## config.mk

```make
export PLATFORM = sky130hd
export DESIGN_NAME = lpc_sync_monitor
export DESIGN_NICKNAME = d
export VERILOG_FILES = /design/src/rtl/lpc_sync_pkg.sv /design/src/rtl/lpc_sync_decode.sv /design/src/rtl/lpc_sync_wait_track.sv /design/src/rtl/lpc_abort_seq.sv /design/src/rtl/lpc_sync_monitor.sv
export SDC_FILE = /design/constraint.sdc
export NUM_CORES = 1
export LEC_CHECK = 0
export BUFFER_PORTS_ARGS = -buffer_cell sky130_fd_sc_hd__buf_2
export CAP_MARGIN = 20
export CORE_UTILIZATION = 47
export CTS_CLUSTER_SIZE = 24
export DETAILED_ROUTE_END_ITERATION = 8
export PLACE_DENSITY = 0.74
export SYNTH_ARGS = -nofsm -noshare
export SYNTH_HDL_FRONTEND = slang
export SYNTH_SLANG_ARGS = --single-unit
export TNS_END_PERCENT = 5
```

## constraint.sdc

```tcl
create_clock -name clk -period 1.6 [get_ports clk]
set_input_delay 0 -clock clk [delete_from_list [all_inputs] [get_ports clk]]
set_output_delay 0 -clock clk [all_outputs]
set_load 0.05 [all_outputs]
```

## src/rtl/lpc_sync_pkg.sv

```systemverilog
package lpc_sync_pkg;

    typedef enum logic [1:0] {
        CYC_MEM = 2'd0,
        CYC_IO  = 2'd1,
        CYC_DMA = 2'd2,
        CYC_FWH = 2'd3
    } cyc_e;

    typedef enum logic [1:0] {
        RES_READY = 2'd0,
        RES_MORE  = 2'd1,
        RES_ERROR = 2'd2,
        RES_ABORT = 2'd3
    } res_e;

    typedef enum logic [2:0] {
        CL_READY,
        CL_MORE,
        CL_WAIT,
        CL_ERR,
        CL_FWH_ERR,
        CL_SILENT,
        CL_BAD
    } cls_e;

    typedef enum logic [1:0] {
        ST_IDLE,
        ST_SYNC,
        ST_ABORT
    } st_e;

    localparam logic [3:0] CODE_READY = 4'b0000;
    localparam logic [3:0] CODE_SHORT = 4'b0101;
    localparam logic [3:0] CODE_LONG  = 4'b0110;
    localparam logic [3:0] CODE_MORE  = 4'b1001;
    localparam logic [3:0] CODE_ERR   = 4'b1010;
    localparam logic [3:0] CODE_FLOAT = 4'b1111;

endpackage

```

## src/rtl/lpc_sync_decode.sv

```systemverilog
module lpc_sync_decode
    import lpc_sync_pkg::*;
(
    input  logic [3:0] code_i,
    input  cyc_e       cyc_i,
    output cls_e       cls_o
);

    // Classify one sampled nibble, folding in cycle-type legality.
    always_comb begin
        unique case (code_i)
            CODE_READY: cls_o = CL_READY;
            CODE_SHORT,
            CODE_LONG:  cls_o = CL_WAIT;
            CODE_MORE:  cls_o = (cyc_i == CYC_DMA) ? CL_MORE : CL_BAD;
            CODE_ERR:   cls_o = (cyc_i == CYC_FWH) ? CL_FWH_ERR : CL_ERR;
            CODE_FLOAT: cls_o = CL_SILENT;
            default:    cls_o = CL_BAD;
        endcase
    end

endmodule

```

## src/rtl/lpc_sync_wait_track.sv

```systemverilog
module lpc_sync_wait_track #(
    parameter int SILENT_CLKS = 4,
    parameter int MAX_WAIT    = 0,
    parameter int CW          = 8
) (
    input  logic          clk,
    input  logic          rst_n,
    input  logic          clear_i,
    input  logic          wait_i,
    input  logic          silent_i,
    output logic          timeout_o,
    output logic          limit_o,
    output logic [CW-1:0] waits_o
);

    localparam int SW = $clog2(SILENT_CLKS + 1);

    logic [SW-1:0] silent_q;
    logic [CW-1:0] waits_q;

    assign timeout_o = silent_i && (silent_q == SW'(SILENT_CLKS - 1));
    assign waits_o   = waits_q;

    generate
        if (MAX_WAIT == 0) begin : g_unbounded
            assign limit_o = 1'b0;
        end else begin : g_bounded
            assign limit_o = wait_i && (waits_q == CW'(MAX_WAIT));
        end
    endgenerate

    always_ff @(posedge clk) begin
        if (!rst_n || clear_i) begin
            silent_q <= '0;
            waits_q  <= '0;
        end else if (wait_i) begin
            silent_q <= '0;
            if (!limit_o && (waits_q != '1)) begin
                waits_q <= waits_q + 1'b1;
            end
        end else if (silent_i && !timeout_o) begin
            silent_q <= silent_q + 1'b1;
        end
    end

endmodule

```

## src/rtl/lpc_abort_seq.sv

```systemverilog
module lpc_abort_seq #(
    parameter int ABORT_CLKS = 4
) (
    input  logic       clk,
    input  logic       rst_n,
    input  logic       active_i,
    output logic       last_o,
    output logic       lframe_n_o,
    output logic       lad_oe_o,
    output logic [3:0] lad_o
);

    localparam int AW = (ABORT_CLKS > 1) ? $clog2(ABORT_CLKS) : 1;

    logic [AW-1:0] cnt_q;

    always_ff @(posedge clk) begin
        if (!rst_n || !active_i) begin
            cnt_q <= '0;
        end else begin
            cnt_q <= cnt_q + 1'b1;
        end
    end

    assign last_o     = active_i && (cnt_q == AW'(ABORT_CLKS - 1));
    assign lframe_n_o = !active_i;
    assign lad_oe_o   = active_i;
    assign lad_o      = active_i ? 4'b1111 : 4'b0000;

endmodule

```

## src/rtl/lpc_sync_monitor.sv

```systemverilog
module lpc_sync_monitor
    import lpc_sync_pkg::*;
#(
    parameter int SILENT_CLKS = 4,
    parameter int ABORT_CLKS  = 4,
    parameter int MAX_WAIT    = 0,
    parameter int WAIT_W      = 8
) (
    input  logic              clk,
    input  logic              rst_n,
    input  logic              start_i,
    input  logic [1:0]        cyc_type_i,
    input  logic [3:0]        lad_i,
    output logic [3:0]        lad_o,
    output logic              lad_oe_o,
    output logic              lframe_n_o,
    output logic              busy_o,
    output logic              done_o,
    output logic [1:0]        result_o,
    output logic              serr_o,
    output logic              fwh_err_o,
    output logic [WAIT_W-1:0] wait_cnt_o
);

    st_e  state_q, state_d;
    cyc_e typ_q;
    cls_e cls;

    logic timeout, limit, abort_last;
    logic in_sync, launch;
    logic fin, bail, serr_d, fwh_d;
    res_e fin_res;

    logic done_q, serr_q, fwh_q;
    res_e res_q;

    assign in_sync = (state_q == ST_SYNC);
    assign launch  = (state_q == ST_IDLE) && start_i;

    lpc_sync_decode u_decode (
        .code_i (lad_i),
        .cyc_i  (typ_q),
        .cls_o  (cls)
    );

    lpc_sync_wait_track #(
        .SILENT_CLKS (SILENT_CLKS),
        .MAX_WAIT    (MAX_WAIT),
        .CW          (WAIT_W)
    ) u_track (
        .clk       (clk),
        .rst_n     (rst_n),
        .clear_i   (launch),
        .wait_i    (in_sync && (cls == CL_WAIT)),
        .silent_i  (in_sync && (cls == CL_SILENT)),
        .timeout_o (timeout),
        .limit_o   (limit),
        .waits_o   (wait_cnt_o)
    );

    lpc_abort_seq #(
        .ABORT_CLKS (ABORT_CLKS)
    ) u_abort (
        .clk        (clk),
        .rst_n      (rst_n),
        .active_i   (state_q == ST_ABORT),
        .last_o     (abort_last),
        .lframe_n_o (lframe_n_o),
        .lad_oe_o   (lad_oe_o),
        .lad_o      (lad_o)
    );

    // State register and latched cycle type.
    always_ff @(posedge clk) begin
        if (!rst_n) begin
            state_q <= ST_IDLE;
            typ_q   <= CYC_MEM;
        end else begin
            state_q <= state_d;
            if (launch) begin
                typ_q <= cyc_e'(cyc_type_i);
            end
        end
    end

    // Next state and end-of-cycle decision.
    always_comb begin
        state_d = state_q;
        fin     = 1'b0;
        bail    = 1'b0;
        fin_res = RES_READY;
        serr_d  = 1'b0;
        fwh_d   = 1'b0;
        unique case (state_q)
            ST_IDLE: begin
                if (start_i) begin
                    state_d = ST_SYNC;            // launch
                end
            end
            ST_SYNC: begin
                unique case (cls)
                    CL_READY:   begin fin = 1'b1; fin_res = RES_READY; end
                    CL_MORE:    begin fin = 1'b1; fin_res = RES_MORE;  end
                    CL_ERR:     begin fin = 1'b1; fin_res = RES_ERROR; serr_d = 1'b1; end
                    CL_FWH_ERR: begin bail = 1'b1; fwh_d = 1'b1; end
                    CL_WAIT:    bail = limit;
                    CL_SILENT:  bail = timeout;
                    CL_BAD:     bail = 1'b1;
                    default:    bail = 1'b1;
                endcase
                if (fin) begin
                    state_d = ST_IDLE;            // complete
                end else if (bail) begin
                    state_d = ST_ABORT;           // bail
                end
            end
            ST_ABORT: begin
                if (abort_last) begin
                    state_d = ST_IDLE;            // release
                    fin     = 1'b1;
                    fin_res = RES_ABORT;
                end
            end
            default: state_d = ST_IDLE;
        endcase
    end

    // Registered result outputs.
    always_ff @(posedge clk) begin
        if (!rst_n) begin
            done_q <= 1'b0;
            res_q  <= RES_READY;
            serr_q <= 1'b0;
            fwh_q  <= 1'b0;
        end else begin
            done_q <= fin;
            serr_q <= serr_d;
            fwh_q  <= fwh_d;
            if (fin) begin
                res_q <= fin_res;
            end
        end
    end

    assign busy_o    = (state_q != ST_IDLE);
    assign done_o    = done_q;
    assign result_o  = res_q;
    assign serr_o    = serr_q;
    assign fwh_err_o = fwh_q;

endmodule

```

Yosys cells after proc, flatten, opt, wreduce, memory -nomap -nowiden
Index checks and enable logic that the tools add are counted.
- flip-flop bits (word level): 22
- bits of input ports: 9
- output and inout bits: 20
- logic and storage cells: 74
- add/subtract/negate cells: 3
- eq/ne operators: 20
- multiplexer cells: 20
- reductions and logical operators: 22
- operators by type and width (cell ; count):
    $pmux 3 s5 ; 1
    $eq 4x4->1 const B ; 3
    $mux 2 ; 5
    $eq 3x2->1 const B ; 3
    $add 8x1->8 const B ; 1
    $eq 2x2->1 const B ; 4
    $eq 4x3->1 const B ; 2
    $ne 8x8->1 const B ; 1
    $pmux 2 s2 ; 2
    $eq 3x3->1 const B ; 2
    $logic_and 1x1->1 ; 6
    $mux 1 ; 6
    $mux 3 ; 2
    $pmux 2 s3 ; 1
    $logic_not 4->1 ; 1
    $mux 4 ; 1
    $ne 2x2->1 const B ; 2
    $pmux 1 s2 ; 2
    $reduce_and 2->1 ; 2
    $reduce_or 2->1 ; 2
    $reduce_or 4->1 ; 1
    $add 3x1->3 const B ; 1
    $eq 3x1->1 const B ; 1
    $logic_not 1->1 ; 3
    9 further kinds ; 10

Longest topological paths before layout
- depth after elaboration: 11
- mapped depth: 8

Cells and area by module
Synthesis repeated with hierarchy kept, for this count alone.
- cells, all modules: 149
- area, all modules: 1291.2 um^2
- by module, submodules not included (module ; instances ; cells each ; area an instance (um^2) ; sequential area each (um^2)):
    lpc_sync_wait_track ; 1 ; 63 ; 585.6 ; 220.2
    lpc_sync_monitor ; 1 ; 55 ; 451.7 ; 180.2
    lpc_sync_decode ; 1 ; 19 ; 137.6 ; 0.0
    lpc_abort_seq ; 1 ; 12 ; 116.4 ; 40.0

Worst setup path after synthesis
OpenSTA, ideal clock, no wires.
- path type: flip-flop to flip-flop
- start point: reg u_track.waits_q[3], in the netlist u_track.waits_o[3]
- end point: reg u_track.waits_q[1], in the netlist u_track.waits_o[1]
- setup time: 0.127 ns
- arrival time: 1.660 ns
- required time: 1.473 ns
- path slack: -0.187 ns
- stages on the path, launching flop included: 6
- path through: dfxtp_1 -> and3_1 -> nand3_1 -> o21ai_0 -> mux2i_1 -> nor2_1
- word-level cells in the longest chain between the ends: 2
- RTL lines (what ; line ; text):
    start, declared ; lpc_sync_wait_track.sv:19 ; logic [CW-1:0] waits_q;
    start signal, assigned ; lpc_sync_wait_track.sv:39 ; waits_q <= waits_q + 1'b1;
    $ne 8x8->1 ; lpc_sync_wait_track.sv:38 ; if (!limit_o && (waits_q != '1)) begin
    $reduce_and 2->1 (no source line) ; n/a ;
Every way passes these cells.
A chain may end at the register's enable or synchronous reset.

Worst setup path after layout
- start point: reg typ_q[1]
- end point: reg u_track.silent_q[0]
- word-level cells in the longest chain between the ends: 8
- elaborated cells between the ends (all ways): 13
- RTL lines (what ; line ; text):
    start, declared ; lpc_sync_monitor.sv:26 ; cyc_e typ_q;
    start signal, assigned ; lpc_sync_monitor.sv:81 ; typ_q <= cyc_e'(cyc_type_i);
    $eq 2x2->1 (on tied branches) ; lpc_sync_decode.sv:16, lpc_sync_decode.sv:15 ;
    $mux 3 (on tied branches) ; lpc_sync_decode.sv:16, lpc_sync_decode.sv:15 ;
    $pmux 3 s5 * ; lpc_sync_decode.sv:11 ; unique case (code_i)
    $eq 3x3->1 ; lpc_sync_monitor.sv:55 ; .silent_i (in_sync && (cls == CL_SILENT)),
    $logic_and 1x1->1 ; lpc_sync_monitor.sv:55 ;
    $logic_and 1x1->1 ; lpc_sync_wait_track.sv:21 ; assign timeout_o = silent_i && (silent_q == SW'(SILENT_CLKS - 1));
    $logic_not 1->1 ; lpc_sync_wait_track.sv:41 ; end else if (silent_i && !timeout_o) begin
    $logic_and 1x1->1 ; lpc_sync_wait_track.sv:41 ;
    end signal, assigned ; lpc_sync_wait_track.sv:42 ; silent_q <= silent_q + 1'b1;
    end, declared ; lpc_sync_wait_track.sv:18 ; logic [SW-1:0] silent_q;
Every way passes the cells marked *; elsewhere a longest branch is shown, timed or not.

==> run_results.csv <==
group,metric,value,unit
outcome,status,"complete, but fails checks",
outcome,violations,"setup timing",
global_route,grt.overflow.total,0,
die,core-area,0.002477,mm2
global_route,grt_pass1_vias,1091,
die,dieArea,0.002825,mm2
sta,slew_violations,0,
layout,fin_cells,215,
critical_path,crit_path_end_kind,"flip-flop",
yosys,syn_area,0.001230,mm2
sta,holdWs,0.05500,ns
detailed_routing,wl_per_cell,13.49,um
die,initial_core_util,49.65,%
critical_path,slowest_delay,0.38,ns
yosys,avgSynthCellArea,8.367,um2
place,dpl.hpwl,2116,um
clocking,clockBufferDepth,2,
layout,fillCellCount,219,
power_and_ir_drop,total_leakage_power,0.0006840,uW
die,die_x,53.16,um
clocking,cts_tree,"done",
critical_path,worstPathArrival,1.88,ns
critical_path,critical_path.top_delay_family,"compound AO/OA/AOI/OAI gates",
clocking,post-cts-setup-buffer-count,0,
layout,final_nets,202,
yosys,synth_cell_types,39,
layout,drive_gt1_share,33.51,%
clocking,cts_made_buffers,3,
sta,setup_violations,3,
run,cap_violations,0,
sta,clock_skew,0.01019,ns
global_route,grt_max_degree,13,
power_and_ir_drop,worst_ir_drop_vdd,0.6295,mV
die,ios,29,
hold_path,hp-class,"in2reg",
detailed_routing,drt_iter0_markers,34,
critical_path,cp_cell_sequence,"and4bb_2 -> o31ai_2 -> a21o_2 -> and2b_2 -> mux2i_1",
place,place_ws,-0.1587,ns
clocking,cts-root-buf,"clkbuf_4",
sta,period_needed,1.647,ns
critical_path,cp_slowest_cell,"dfxtp_4",
detailed_routing,totalWireLength,2901,um
yosys,yosysWarnings,0,
die,die_h,53.16,um
place,place.gp.congestion,0.7472,
die,num_rows,18,
global_route,grt_use_total,21.81,%
layout,num_antenna_cells,0,
critical_path,r2r_slack,-0.05,ns
sta,tightest_slew,0.2693,ns
critical_path,cp.buffers_inverters,0,
layout,syn2layout_area_growth,28.18,%
detailed_routing,via_count,1165,
place,port-buffer-count,28,
sta,fmax,607.0,MHz
global_route,grt_first_pass_wirelength,4436,um
power_and_ir_drop,powerDensity,917.9,mW/mm2
clocking,cts.sinks,22,
sta,final.setup.worst_slack,-0.04735,ns
detailed_routing,vias_per_cell,5.419,
critical_path,start_kind,"flip-flop",
clocking,htreeDepth,1,
detailed_routing,drcViolationCount,0,
detailed_routing,drtPass1Iterations,4,
sta,slew_headroom,81.85,%
global_route,antenna_found_initial,0,
layout,stdcell_area,0.001577,mm2
clocking,clk_pin_slew_worst_paths,0.13,ns
critical_path,worstPathMaxFanout,6,
critical_path,crit_type,"reg2reg",
place,placed_area,0.001415,mm2
yosys,synth.net_count,163,
yosys,synth-seq-area-share,35.81,%
sta,hold_viol,0,
critical_path,critical_path_required,1.84,ns
sta,post-route-period-util,103.0,%
sta,rsz0062_at_grt,"true",
yosys,ys_ff_latch,22,
power_and_ir_drop,finalPower,1447,uW
place,dp_cells,205,
yosys,synth_cells,147,
clocking,insertion_delay,0.31,ns
detailed_routing,ant_nets,0,
[through the flow]
step / utilization, % / setup TNS, ns
floorplan: - / -0.2342
global placement: 57.12 / 0
detailed placement: 57.12 / -0.4138
CTS: 61.77 / -0.1065
global route: 63.64 / -0.4141
finish: 63.64 / -0.1075
[synth_stat cells (all sizes together)]
cell type	number	share of area (%)
xnor2	1	0.71
ha	7	7.1
o31ai	1	0.61
nand3	7	2.8
buf	7	4.4
o21ai	7	2.8
nor2b	3	1.5
a21oi	9	4.0
o21a	1	0.61
mux2i	4	3.3
nand2	19	5.8
nor2	10	3.1
inv	10	3.1
or3	4	2.0
nor3	3	1.2
nand4	4	2.0
xor2	5	3.6
nor3b	2	1.2
a21o	1	0.71
and2b	1	0.71
and2	1	0.51
nor4b	1	0.71
a311oi	1	0.71
a211oi	2	1.6
nand3b	1	0.61
dfxtp	22	36
or4b	1	1.1
and4bb	2	2.0
nand2b	2	1.0
a31oi	1	0.51
clkbuf	1	0.30
o211ai	1	0.61
a31o	1	0.71
a32o	1	0.92
and3	3	1.5
[cell type report]
class	instances	area, um2	area share, %
inverter	10	37.54	2.381
multi-input combinational	107	757.0	48.02
timing repair buffer	42	260.3	16.51
tap	30	37.54	2.381
sequential	22	447.9	28.41
clock buffer	4	36.28	2.302
[metal layers]
layer  vias up  share of wire (%)  GRT usage [%]
met5         -                  0              0
met3         6                4.0          2.586
met1       548                 42          23.40
met4         0                1.9          10.53
met2        26                 52          41.35
li1        585                  -              -
[layout by cell type, fill, tap and decap left out, types with 2 or more instances in the layout]
cell / count
dfxtp_2: 3
nand3_1: 7
or3_1: 4
nor2b_1: 2
ha_2: 3
o21ai_1: 2
mux2i_1: 4
xor2_1: 5
nand2_1: 19
buf_4: 8
o21ai_0: 5
nor2_1: 10
a21oi_1: 8
buf_2: 28
and3_1: 2
clkbuf_4: 3
nor3_1: 3
nand4_1: 4
dfxtp_1: 18
ha_1: 4
nand2b_1: 2
and4bb_2: 2
inv_1: 10
dlygate4sd3_1: 6
[tightest hold or removal path, stage by stage]
cell and delay [ns]:
buf_2 0.15, nand3_1 0.12, a21oi_1 0.07
[worst paths after layout]
check	from	to	depth (start not counted)
setup / recovery	typ_q[1]	u_track.silent_q[0]	5
hold reg to reg	u_abort.cnt_q[0]	u_abort.cnt_q[0]	1
hold / removal	lad_i[3]	result_o[0]	3
setup reg to reg	typ_q[1]	u_track.silent_q[0]	5
[repair_timing]
item                                    4_1_cts  5_1_grt
gates resized for setup                       6       11
endpoints found under the hold margin         6        0
hold buffers                                  6        0
pin swaps                                     3        4
endpoints found under the setup margin        7       13
[cell families (layout without fill, tap and decap cells)]
group / Yosys count / after routing / synth area share [%]
adders and majority gates: 7 / 7 / 7.121
DFF: 22 / 22 / 35.81
and+or+nand+nor: 64 / 64 / 27.97
muxes: 4 / 4 / 3.255
AOI/OAI and AO/OA: 26 / 26 / 13.84
buffers and inverters: 18 / 56 / 7.731
xor gates and xnor gates: 6 / 6 / 4.273
[sequential cells by signal (all words and copies together), names as in the netlist]
register,flops
u_track.waits_o,8
u_track.silent_q,3
result_o,2
state_q,2
typ_q,2
u_abort.cnt_q,2
done_o,1
fwh_err_o,1
serr_o,1
[where the power goes]
group	internal [uW]	switching (uW)	total [uW]
combinational	183	368	551
sequential	572	16.7	589
clock	139	168	307
total	894	553	1450
(Power assumes the default switching activity.)
